<file path="src/rtl/dsd_pkg.sv">
// Package: shared constants and the target encoding for the data space
// decoder. Target order fixes the bit positions of the one-hot select.
package dsd_pkg;
    localparam int DATA_W  = 8;
    localparam int NUM_TGT = 5;

    typedef enum logic [2:0] {
        TGT_RF   = 3'd0,
        TGT_SIO  = 3'd1,
        TGT_XIO  = 3'd2,
        TGT_SRAM = 3'd3,
        TGT_XMEM = 3'd4,
        TGT_NONE = 3'd7
    } tgt_e;
endpackage

</file>
<file path="src/rtl/dsd_io_xlate.sv">
// Module: dsd_io_xlate
// Lifts a short-form I/O address into the data space by adding the
// register-file size, checks it against the standard I/O window, and flags
// the low part of that window as bit-addressable.
// Assumes: the I/O window directly follows the register file.
module dsd_io_xlate #(
    parameter int AW    = 16,
    parameter int RF_N  = 32,
    parameter int SIO_N = 64,
    parameter int BIT_N = 32
) (
    input  logic [AW-1:0] addr_in,
    input  logic          io_instr,
    output logic [AW-1:0] eff_addr,
    output logic          io_ok,
    output logic          bit_zone
);
    localparam logic [31:0] IO_LIM  = 32'(SIO_N);
    localparam logic [31:0] BIT_LIM = 32'(BIT_N);

    logic [31:0] wide_addr;

    // Purpose: widen the raw address for range comparisons.
    always_comb wide_addr = 32'(addr_in);

    // Purpose: pick the effective data address and the I/O window flags.
    always_comb begin
        io_ok    = wide_addr < IO_LIM;
        bit_zone = io_instr && (wide_addr < BIT_LIM);
        if (io_instr) eff_addr = addr_in + AW'(RF_N);
        else          eff_addr = addr_in;
    end
endmodule

</file>
<file path="src/rtl/dsd_region_map.sv">
// Module: dsd_region_map
// Classifies an effective data address into one of the five targets, or
// none. Regions are laid end to end from address zero in the order
// register file, standard I/O, extended I/O, SRAM, off-chip.
// Assumes: io_ok is only meaningful when io_instr is high.
module dsd_region_map
    import dsd_pkg::*;
#(
    parameter int AW     = 16,
    parameter int RF_N   = 32,
    parameter int SIO_N  = 64,
    parameter int XIO_N  = 160,
    parameter int SRAM_N = 4096
) (
    input  logic [AW-1:0] eff_addr,
    input  logic          io_instr,
    input  logic          io_ok,
    input  logic          xmem_en,
    output tgt_e          tgt
);
    localparam logic [31:0] SIO_BASE  = 32'(RF_N);
    localparam logic [31:0] XIO_BASE  = 32'(RF_N + SIO_N);
    localparam logic [31:0] SRAM_BASE = 32'(RF_N + SIO_N + XIO_N);
    localparam logic [31:0] XMEM_BASE = 32'(RF_N + SIO_N + XIO_N + SRAM_N);

    logic [31:0] a;

    // Purpose: widen the effective address for comparisons.
    always_comb a = 32'(eff_addr);

    // Purpose: ordered range compare, lowest region first.
    always_comb begin
        if (io_instr && !io_ok)  tgt = TGT_NONE;
        else if (a < SIO_BASE)   tgt = TGT_RF;
        else if (a < XIO_BASE)   tgt = TGT_SIO;
        else if (a < SRAM_BASE)  tgt = TGT_XIO;
        else if (a < XMEM_BASE)  tgt = TGT_SRAM;
        else if (xmem_en)        tgt = TGT_XMEM;
        else                     tgt = TGT_NONE;
    end
endmodule

</file>
<file path="src/rtl/dsd_offsets.sv">
// Module: dsd_offsets
// Produces the zero-based local offset of each target from the effective
// address. Each offset is forced to zero unless its target is selected.
// Assumes: sel is one-hot or zero.
module dsd_offsets
    import dsd_pkg::*;
#(
    parameter int AW     = 16,
    parameter int RF_N   = 32,
    parameter int SIO_N  = 64,
    parameter int XIO_N  = 160,
    parameter int SRAM_N = 4096
) (
    input  logic [AW-1:0]              eff_addr,
    input  logic [NUM_TGT-1:0]         sel,
    output logic [$clog2(RF_N)-1:0]    rf_idx,
    output logic [$clog2(SIO_N)-1:0]   sio_idx,
    output logic [$clog2(XIO_N)-1:0]   xio_idx,
    output logic [$clog2(SRAM_N)-1:0]  sram_off,
    output logic [AW-1:0]              xmem_addr
);
    localparam int RFW   = $clog2(RF_N);
    localparam int SIOW  = $clog2(SIO_N);
    localparam int XIOW  = $clog2(XIO_N);
    localparam int SRMW  = $clog2(SRAM_N);
    localparam int SIO_BASE  = RF_N;
    localparam int XIO_BASE  = RF_N + SIO_N;
    localparam int SRAM_BASE = RF_N + SIO_N + XIO_N;

    logic [AW-1:0] d_sio, d_xio, d_sram;

    // Purpose: subtract each region base from the effective address.
    always_comb begin
        d_sio  = eff_addr - AW'(SIO_BASE);
        d_xio  = eff_addr - AW'(XIO_BASE);
        d_sram = eff_addr - AW'(SRAM_BASE);
    end

    // Purpose: gate each offset with its own select bit.
    always_comb begin
        rf_idx    = sel[TGT_RF]   ? eff_addr[RFW-1:0] : '0;
        sio_idx   = sel[TGT_SIO]  ? d_sio[SIOW-1:0]   : '0;
        xio_idx   = sel[TGT_XIO]  ? d_xio[XIOW-1:0]   : '0;
        sram_off  = sel[TGT_SRAM] ? d_sram[SRMW-1:0]  : '0;
        xmem_addr = sel[TGT_XMEM] ? eff_addr          : '0;
    end
endmodule

</file>
<file path="src/rtl/dsd_rdata_mux.sv">
// Module: dsd_rdata_mux
// AND-OR merge of the targets' read data under the one-hot select.
// Assumes: sel is one-hot or zero; returns zero when nothing is read.
module dsd_rdata_mux
    import dsd_pkg::*;
#(
    parameter int NT = NUM_TGT,
    parameter int DW = DATA_W
) (
    input  logic [NT-1:0]         sel,
    input  logic                  rd,
    input  logic [NT-1:0][DW-1:0] bus,
    output logic [DW-1:0]         dout
);
    logic [NT-1:0][DW-1:0] masked;

    // Purpose: mask each lane with its select bit and the read strobe.
    for (genvar g = 0; g < NT; g++) begin : g_lane
        assign masked[g] = (sel[g] && rd) ? bus[g] : '0;
    end

    // Purpose: OR the masked lanes together.
    always_comb begin
        dout = '0;
        for (int i = 0; i < NT; i++) dout = dout | masked[i];
    end
endmodule

</file>
<file path="src/rtl/dsd_ext_wait.sv">
// Module: dsd_ext_wait
// Raises a one-cycle stall on the first cycle of each off-chip access.
// A flag remembers that the stall was given, so the second cycle of the
// access passes; a held strobe after that starts a fresh access.
// Assumes: the core holds address and strobes while wait_req is high.
module dsd_ext_wait (
    input  logic clk,
    input  logic rst_n,
    input  logic ext_acc,
    output logic wait_req
);
    logic stalled_q;

    // Purpose: stall when an off-chip access has not yet had its wait cycle.
    always_comb wait_req = ext_acc && !stalled_q;

    // Purpose: remember that the current access has been stalled once.
    always_ff @(posedge clk) begin
        if (!rst_n) stalled_q <= 1'b0;
        else        stalled_q <= ext_acc && !stalled_q;
    end

    // a stall never lasts two cycles in a row.
    a_r9_single_wait: assert property (@(posedge clk) disable iff (!rst_n)
        wait_req |=> !wait_req);
    // a newly started off-chip access is stalled.
    a_r9_first_cycle: assert property (@(posedge clk) disable iff (!rst_n)
        $rose(ext_acc) |-> wait_req);
    // no stall without an off-chip access.
    a_r9_only_ext: assert property (@(posedge clk) disable iff (!rst_n)
        !ext_acc |-> !wait_req);
endmodule

</file>
<file path="src/rtl/dspace_decoder.sv">
// Module: dspace_decoder (top)
// Decodes a 16-bit data-space access into one of five targets, lifts
// short-form I/O addresses into the data space, produces local offsets,
// per-target write enables, merged read data and an off-chip wait request.
// Assumes: the core holds address and strobes during wait_req; storage and
// off-chip pin sequencing live outside this block.
module dspace_decoder
    import dsd_pkg::*;
#(
    parameter int AW     = 16,
    parameter int RF_N   = 32,
    parameter int SIO_N  = 64,
    parameter int XIO_N  = 160,
    parameter int SRAM_N = 4096,
    parameter int BIT_N  = 32
) (
    input  logic                      clk,
    input  logic                      rst_n,
    input  logic                      xmem_en,
    input  logic [AW-1:0]             addr_in,
    input  logic                      rd_req,
    input  logic                      wr_req,
    input  logic                      io_instr,
    input  logic [DATA_W-1:0]         rf_rdata,
    input  logic [DATA_W-1:0]         sio_rdata,
    input  logic [DATA_W-1:0]         xio_rdata,
    input  logic [DATA_W-1:0]         sram_rdata,
    input  logic [DATA_W-1:0]         xmem_rdata,
    output logic [NUM_TGT-1:0]        sel,
    output logic [NUM_TGT-1:0]        wr_en,
    output logic [$clog2(RF_N)-1:0]   rf_idx,
    output logic [$clog2(SIO_N)-1:0]  sio_idx,
    output logic [$clog2(XIO_N)-1:0]  xio_idx,
    output logic [$clog2(SRAM_N)-1:0] sram_off,
    output logic [AW-1:0]             xmem_addr,
    output logic                      bit_ok,
    output logic                      wait_req,
    output logic [DATA_W-1:0]         rdata
);
    localparam int XMEM_BASE = RF_N + SIO_N + XIO_N + SRAM_N;

    logic [AW-1:0] eff_addr;
    logic          io_ok;
    logic          bit_zone;
    logic          active;
    tgt_e          tgt;
    logic [NUM_TGT-1:0][DATA_W-1:0] rd_bus;

    // Purpose: an access is in progress when either strobe is high.
    always_comb active = rd_req || wr_req;

    dsd_io_xlate #(.AW(AW), .RF_N(RF_N), .SIO_N(SIO_N), .BIT_N(BIT_N)) u_xlate (
        .addr_in  (addr_in),
        .io_instr (io_instr),
        .eff_addr (eff_addr),
        .io_ok    (io_ok),
        .bit_zone (bit_zone)
    );

    dsd_region_map #(.AW(AW), .RF_N(RF_N), .SIO_N(SIO_N), .XIO_N(XIO_N),
                     .SRAM_N(SRAM_N)) u_map (
        .eff_addr (eff_addr),
        .io_instr (io_instr),
        .io_ok    (io_ok),
        .xmem_en  (xmem_en),
        .tgt      (tgt)
    );

    // Purpose: expand the target code into select and write-enable bits.
    for (genvar g = 0; g < NUM_TGT; g++) begin : g_sel
        assign sel[g]   = active && (tgt == tgt_e'(g));
        assign wr_en[g] = sel[g] && wr_req;
    end

    // Purpose: bit-addressable flag only for live low I/O-form accesses.
    always_comb bit_ok = active && bit_zone && io_ok;

    dsd_offsets #(.AW(AW), .RF_N(RF_N), .SIO_N(SIO_N), .XIO_N(XIO_N),
                  .SRAM_N(SRAM_N)) u_off (
        .eff_addr  (eff_addr),
        .sel       (sel),
        .rf_idx    (rf_idx),
        .sio_idx   (sio_idx),
        .xio_idx   (xio_idx),
        .sram_off  (sram_off),
        .xmem_addr (xmem_addr)
    );

    // Purpose: pack target read data in select-bit order.
    always_comb begin
        rd_bus[TGT_RF]   = rf_rdata;
        rd_bus[TGT_SIO]  = sio_rdata;
        rd_bus[TGT_XIO]  = xio_rdata;
        rd_bus[TGT_SRAM] = sram_rdata;
        rd_bus[TGT_XMEM] = xmem_rdata;
    end

    dsd_rdata_mux #(.NT(NUM_TGT), .DW(DATA_W)) u_mux (
        .sel  (sel),
        .rd   (rd_req),
        .bus  (rd_bus),
        .dout (rdata)
    );

    dsd_ext_wait u_wait (
        .clk      (clk),
        .rst_n    (rst_n),
        .ext_acc  (sel[TGT_XMEM]),
        .wait_req (wait_req)
    );

    // never more than one target.
    a_r10_onehot: assert property (@(posedge clk) disable iff (!rst_n)
        $onehot0(sel));
    // no target and no write without a strobe.
    a_r10_idle: assert property (@(posedge clk) disable iff (!rst_n)
        !active |-> (sel == '0 && wr_en == '0 && !bit_ok));
    // writes only under the write strobe.
    a_r10_wr_gated: assert property (@(posedge clk) disable iff (!rst_n)
        !wr_req |-> wr_en == '0);
    // disabled off-chip range is a silent hole.
    a_r6_hole: assert property (@(posedge clk) disable iff (!rst_n)
        (!xmem_en && !io_instr && 32'(addr_in) >= 32'(XMEM_BASE))
        |-> (sel == '0 && rdata == '0 && !wait_req));
    // I/O-form accesses never leave the register/standard I/O area.
    a_r7_io_limit: assert property (@(posedge clk) disable iff (!rst_n)
        io_instr |-> (!sel[TGT_XIO] && !sel[TGT_SRAM] && !sel[TGT_XMEM]));
    // a bit-addressable access always lands in standard I/O.
    a_r8_bit_sio: assert property (@(posedge clk) disable iff (!rst_n)
        bit_ok |-> (sel[TGT_SIO] && io_instr));
    // no read data without a read.
    a_r11_rd_zero: assert property (@(posedge clk) disable iff (!rst_n)
        !rd_req |-> rdata == '0);
    // off-chip address is passed through unchanged.
    a_r5_pass: assert property (@(posedge clk) disable iff (!rst_n)
        sel[TGT_XMEM] |-> xmem_addr == addr_in);
endmodule

</file>
<file path="config.mk">
export PLATFORM = sky130hd
export DESIGN_NAME = dspace_decoder
export DESIGN_NICKNAME = d
export VERILOG_FILES = /design/src/rtl/dsd_pkg.sv /design/src/rtl/dsd_io_xlate.sv /design/src/rtl/dsd_region_map.sv /design/src/rtl/dsd_offsets.sv /design/src/rtl/dsd_rdata_mux.sv /design/src/rtl/dsd_ext_wait.sv /design/src/rtl/dspace_decoder.sv
export SDC_FILE = /design/constraint.sdc
export NUM_CORES = 1
export LEC_CHECK = 0
export CORE_AREA = 5 5 74 76
export DETAILED_ROUTE_END_ITERATION = 16
export DIE_AREA = 0 0 79 81
export PLACE_DENSITY_LB_ADDON = 0.15
export SYNTH_ARGS = -nofsm -noshare
export SYNTH_HDL_FRONTEND = slang
export SYNTH_SLANG_ARGS = --single-unit
</file>
<file path="constraint.sdc">
create_clock -name clk -period 5.3 [get_ports clk]
set_input_delay 0.53 -clock clk [delete_from_list [all_inputs] [get_ports clk]]
set_output_delay 0.53 -clock clk [all_outputs]
set_load 0.05 [all_outputs]
</file>
==> summary.md, run 1 <==
| Metric | Value |
|---|---|
| Syn Inst Count | `243` |
| Vias/cell | `5.71` |
| Layout cells sized above 1 | `between 20% and 30%` |
| Worst-Skew Late Latency | `0 ns` |
| #FFs+latches synth | `1` |
| Worst r2r path cells | `1` |
| Hold buffer count at CTS | `0` |
| Total gr overflow | `0` |
| Sequential share of the synthesized area | `1.15%` |
| CP Max Fanout | `8` |
| GR Util met2 | `37.9%` |
| Commonest non-fill, non-tap cell in the layout | `clkdlybuf4s50_1` |
| Initial antenna violation count | `0` |
| Max-cap violations | `0` |
| First-pass GRT wire length | `11.2 mm` |
| Post-Route WL | `7.08 mm` |
| Post-synth EDFFs | `0` |
| Most frequent cells in the layout | `62 x clkdlybuf4s50_1, 45 x buf_12, 35 x and2_1` |
| RSZ-0062 raised after global routing | `no` |
| PwrDens | `around 64 mW/mm^2` |
| WL/cell | `about 17 um` |
| Distinct cells, synth | `between 50 and 60` |
| Gpl congestion | `a little over 0.9` |
| Largest regs | `u_wait.stalled_q: 1 flops` |
| Die Area | `around 0.0064 mm^2` |
| Syn. warnings | `0` |
| Die H | `81 um` |
| Max Fclk | `roughly 210 MHz` |
| Type of origin of the critical path | `primary input` |
| ANT cells | `0` |
| Post-synth top flop | `dfxtp_1` |
| Syn Nets | `309` |
| Worst hold path startpoint | `u_wait.stalled_q` |
| Core footprint | `0.00466 mm^2` |
| Setup TNS Final | `0 ns` |
| Largest register FFs | `1` |
| Critical path launch point | `addr_in[5]` |
| Status | `completed` |
| Layout net count | `424` |
| Hold Crit Class | `flip-flop to flip-flop` |
| Final Slew Violations | `0` |
| CP endpoint kind | `output port` |
| Clock skew | `0 ns` |
| Total iterations of the first detailed-routing run | `4` |
| Final HPWL DP | `5.85 mm` |
| R2R Path End | `u_wait.stalled_q` |
| Final setup vio count | `0` |
| Critical Path AT | `approximately 4.3 ns` |
| Grt met3 use | `1.33%` |
| Worst hold margin | `between 0.4 and 0.5 ns` |
| Min Tclk post-route | `4.81 ns` |
| Worst-Margin Slew | `0.714 ns` |
| Mean Syn Cell Area | `7.15 um^2` |
| Postcts setup bufs | `0` |
| P_leak | `0.00130 uW` |
| Most flop-heavy register | `u_wait.stalled_q` |
| Number of core rows | `25` |
| # resized after CTS | `0` |
| Reg2reg setup slack | `4.76 ns` |
| Initial DRC count | `89` |
| Met1 Track Usage GR | `28.2%` |
| Slew Limit Headroom | `52.4%` |
| Final hold vios | `0` |
| Critical path class | `primary input to output port` |
| CTS clk-pin slew, worst paths | `0 ns` |
| Die Wd | `79 um` |
| Worst path required time | `4.77 ns` |
| Initial Util | `between 30% and 40%` |
| Part of the cycle the worst path needs | `90.8%` |
| Global routing's busiest layer | `met2` |
| Post-synthesis async set-or-reset flop share | `0%` |
| Via count | `between 2000 and 2500` |
| Peak supply drop | `between 0.05 and 0.06 mV` |
| Area delta synth->final | `96.0%` |
| Reg2Reg Launch Point | `u_wait.stalled_q` |
| Mapped Area | `0.00174 mm^2` |
| Total GRT Usage | `a little over a fifth` |
| Vias in the first global route | `2199` |
| Routed Antenna Nets | `0` |
| DRC viols | `0` |
| Ports | `129` |
| Number of port buffers | `128` |
| Critical Path Sink | `rdata[1]` |
| Largest net degree at the start of global routing | `16` |
## logic make-up after synthesis
logic type	count (synthesis)	synth area share, %
compound gates	59	31.6
xor+xnor	14	7.06
fa+ha+maj	4	2.88
buf+inv	26	8.00
flops	1	1.15
mux	6	3.46
simple gates	133	45.9
## per-stage QoR
stage | instances | worst slack, ns | utilization [%] | cell area [um^2] | total power [uW]
global route | 410 | 0.158 | 73.0 | 3400 | 232
global placement | 410 | 0.569 | 73.0 | 3400 | 215
floorplan | 243 | 1.06 | - | 1740 | 125
detailed placement | 410 | 0.515 | 73.0 | 3400 | 218
CTS | 410 | 0.504 | 73.0 | 3400 | 218
finish | 410 | 0.486 | 73.0 | 3400 | 218
## report_power, final
group	switching (uW)	internal, uW	total, uW
sequential	0.221	8.10	8.32
combinational	117	93.0	210
clock	0	0	0
## worst min-delay path by stage
stage                       end  depth (start not counted)  slack, ns
2_1_floorplan  u_wait.stalled_q                          1       0.40
3_3_place_gp   u_wait.stalled_q                          1       0.40
6_report       u_wait.stalled_q                          1       0.42
5_1_grt        u_wait.stalled_q                          1       0.43
3_5_place_dp   u_wait.stalled_q                          1       0.42
4_1_cts        u_wait.stalled_q                          1       0.42
## cells in the mapped netlist, types with 4 or more instances
library cell	n	area share [%]
nand4_1	4	1.4
nand2_1	12	2.6
inv_1	4	0.86
and4_1	9	4.5
nor3_1	4	1.2
nand3_1	15	4.3
nor2_1	27	5.8
clkbuf_1	4	0.86
xor2_1	7	3.5
o21ai_0	7	2.0
buf_2	9	2.6
o211ai_1	11	4.8
mux2i_1	6	3.5
xnor2_1	7	3.5
a31oi_1	5	1.8
and3_1	9	3.2
ha_1	4	2.9
nor4_1	5	1.8
and2_1	35	13
buf_4	4	1.7
a41oi_1	4	2.0
a31o_1	4	2.0
## per-layer routing
layer / vias up / part of all wire (%) / routed length [um]
met2: 84 / 52 / 3650
met1: 1102 / 41 / 2920
met4: 0 / 0.78 / 55
met3: 4 / 6.3 / 446
met5: - / 0 / 0
li1: 1152 / - / -
## worst max-delay path, stage by stage
cell,delay [ns]
clkdlybuf4s50_1,0.58
and3_1,0.36
nand2_1,0.11
xor2_1,0.34
ha_1,0.31
inv_1,0.10
a2111o_1,0.30
and3_1,0.19
a2111o_1,0.52
buf_4,0.23
mux2i_1,0.17
o21ai_0,0.11
a31o_1,0.26
buf_12,0.15
## layout make-up
cell class,instances,area (um^2)
flip-flops and latches,1,20.0
repair buffers,133,1720
fillers,368,1260
inverters,6,22.5
well taps,54,67.6
multi-input cells,216,1580
Power figures use the tool's default switching activity.
==> inputs of run 2 (changes only) <==
--- a/config.mk
+++ b/config.mk
@@ -8,7 +8,9 @@
 export CORE_AREA = 5 5 74 76
 export DETAILED_ROUTE_END_ITERATION = 16
 export DIE_AREA = 0 0 79 81
+export GPL_TIMING_DRIVEN = 0
 export PLACE_DENSITY_LB_ADDON = 0.15
+export SLEW_MARGIN = 30
 export SYNTH_ARGS = -nofsm -noshare
 export SYNTH_HDL_FRONTEND = slang
 export SYNTH_SLANG_ARGS = --single-unit
==> run 2 against run 1 <==
Effect of this change: sequential share of layout area up 0.085 points; register-to-register slack barely moved; via count fell by 0.17%; total power shrank 5.0%; sequential power hardly changed; maximum frequency down 4.7%; hold slack got worse by 0.0045 ns; wire length decreased by 2.7%; final area is 13% lower; flip-flop and latch count is the same; cell count increased by 2.9%.
==> summary.md, run 2 (synthesis gave the netlist of run 1 again) <==
| Metric | Value |
|---|---|
| Die H | `81 um (unchanged)` |
| Initial DRC count | `86 (-3.4%)` |
| CP cell instances | `clkdlybuf4s50_1, and3_1, buf_2, nand2_1, xor2_1, ha_1, inv_1, a2111o_1, and3_1, a2111o_1, nor4b_4, and2_1, dlygate4sd2_1` |
| Area delta synth->final | `71.3%` |
| Worst path required time | `4.77 ns (about the same)` |
| CP Max Fanout | `8 (unchanged)` |
| CP bufs+invs | `4 (unchanged)` |
| ANT cells | `0 (unchanged)` |
| Initial Util | `37.3% (unchanged)` |
| Clock skew | `0 ns (unchanged)` |
| Max Fclk | `198 MHz (-4.7%)` |
| Hold buffer count at CTS | `0 (unchanged)` |
| Post-Route WL | `6.88 mm (-2.7%)` |
| Layout cells sized above 1 | `17.4% (-9.3 points)` |
| P_leak | `0.00160 uW (+23%)` |
| Final hold vios | `0 (unchanged)` |
| CP endpoint kind | `output port` |
| CP Depth | `13 (-1)` |
| WL/cell | `16.3 um (-5.5%)` |
| Design area | `0.00297 mm^2 (-13%)` |
| Cells after DPL | `422 (+2.9%)` |
| Number of port buffers | `125 (-2.3%)` |
| Worst-Margin Slew | `0.710 ns (-0.00393 ns)` |
| First-pass GRT wire length | `10.9 mm (-2.8%)` |
| Largest regs | `u_wait.stalled_q: 1 flops` |
| Slew Limit Headroom | `52.7% (+0.26 points)` |
| Worst r2r path cells | `1 (unchanged)` |
| Total gr overflow | `0 (unchanged)` |
| Gpl congestion | `0.927 (+0.62%)` |
| Postcts setup bufs | `0 (unchanged)` |
| Initial antenna violation count | `0 (unchanged)` |
| RSZ-0062 raised after global routing | `no` |
| Fill count | `483 (+31%)` |
| Peak supply drop | `0.0551 mV (+2.0%)` |
| Routed Antenna Nets | `0 (unchanged)` |
| Worst-Skew Late Latency | `0 ns (unchanged)` |
| Via count | `2338 (-0.17%)` |
| Largest stage delay on the critical path | `0.63 ns (+0.05 ns)` |
| Critical path class | `primary input to output port` |
| Final HPWL DP | `5.58 mm (-4.5%)` |
| Part of the cycle the worst path needs | `95.3% (+4.5 points)` |
| Slowest-stage cell, CP | `clkdlybuf4s50_1` |
| Hold Path Stages | `1 (unchanged)` |
| Final setup vio count | `0 (unchanged)` |
| Type of origin of the critical path | `primary input` |
| Largest net degree at the start of global routing | `11 (-5)` |
| Layout net count | `436 (+2.8%)` |
| Min Tclk post-route | `5.05 ns (+0.240 ns)` |
| Most frequent cells in the layout | `61 x clkdlybuf4s50_1, 35 x and2_1, 27 x nor2_1` |
| Commonest non-fill, non-tap cell in the layout | `clkdlybuf4s50_1` |
| Die Wd | `79 um (unchanged)` |
| Largest register FFs | `1 (unchanged)` |
| Most flop-heavy register | `u_wait.stalled_q` |
| Max-cap violations | `0 (unchanged)` |
| Core footprint | `0.00466 mm^2 (unchanged)` |
| Critical Path AT | `4.52 ns (+0.24 ns)` |
| Total iterations of the first detailed-routing run | `4 (unchanged)` |
| PwrDens | `69.8 mW/mm^2 (+8.7%)` |
| CP top delay family | `buffers and inverters` |
| CTS clk-pin slew, worst paths | `0 ns (unchanged)` |
| Vias/cell | `5.54 (-3.0%)` |
| Hold Crit Class | `flip-flop to flip-flop` |
| Total GRT Usage | `20.1% (-0.88 points)` |
| Number of core rows | `25 (unchanged)` |
| Ports | `129 (unchanged)` |
| Final Slew Violations | `0 (unchanged)` |
| Vias in the first global route | `2225 (+1.2%)` |
| Status | `completed` |
| DRC viols | `0 (unchanged)` |
| Pre-CTS WS | `-0.201 ns (-0.716 ns)` |
| Worst hold margin | `0.418 ns (-0.00451 ns)` |
| Die Area | `0.00640 mm^2 (unchanged)` |
| Fin util | `63.8% (-9.2 points)` |
| # resized after CTS | `41 (+41)` |
| Final std cells w/o fill | `422 (+2.9%)` |
| Area after DPL | `0.00306 mm^2 (-10%)` |
| Worst Slack Setup Final | `0.247 ns (-0.240 ns)` |
-- run 2: cell types whose count changed in the layout (fill, tap and decap cells not counted), moves of 2 or more --
cell            before  now
buf_6                0    2
buf_2                0    9
buf_4               26    4
clkbuf_2             0   24
clkbuf_1             0    4
buf_12              45    0
dlygate4sd2_1        0   17
dlymetal6s2s_1       0   23
-- run 2: area by class of cell --
cell class / instances / area, um^2 / share of cell area [%]
multi-input cells: 216 / 1580 / 53.1
plain buffers: 20 / 116 / 3.91
inverters: 6 / 22.5 / 0.757
well taps: 54 / 67.6 / 2.27
repair buffers: 125 / 1170 / 39.3
flip-flops and latches: 1 / 20.0 / 0.673
-- run 2: stage by stage --
stage	setup TNS [ns]	power (uW)
finish	0	207
global route	0	221
CTS	0	209
detailed placement	-2.90	213
global placement	-2.60	211
floorplan	0	125
-- run 2: worst paths after layout --
kind                                  startpoint                to  slack [ns]
worst max-delay path                  addr_in[5]         rf_idx[0]        0.25
worst min-delay path            u_wait.stalled_q  u_wait.stalled_q        0.42
worst max register to register  u_wait.stalled_q  u_wait.stalled_q        4.77
worst min register to register  u_wait.stalled_q  u_wait.stalled_q        0.42
-- run 2: metal layers --
metal  up-vias  wire, um  track usage (%)
met1      1080      2860             25.7
met4         0        40             1.03
met5         -         0                0
met3         4       473             2.00
met2        81      3510             38.0
li1       1173         -                -
-- run 2: power breakdown --
group | total, uW | internal, uW | switching, uW
clock network | 0 | 0 | 0
logic | 199 | 84.3 | 115
registers | 8.31 | 8.10 | 0.213
total | 207 | 92.4 | 115
==> inputs of run 3 (changes only) <==
--- a/config.mk
+++ b/config.mk
@@ -8,6 +8,7 @@
 export CORE_AREA = 5 5 74 76
 export DETAILED_ROUTE_END_ITERATION = 16
 export DIE_AREA = 0 0 79 81
+export GPL_ROUTABILITY_DRIVEN = 0
 export GPL_TIMING_DRIVEN = 0
 export PLACE_DENSITY_LB_ADDON = 0.15
 export SLEW_MARGIN = 30
==> results of run 3 <==
Same layout as run 2: the final DEF is identical, and so are final timing and power.
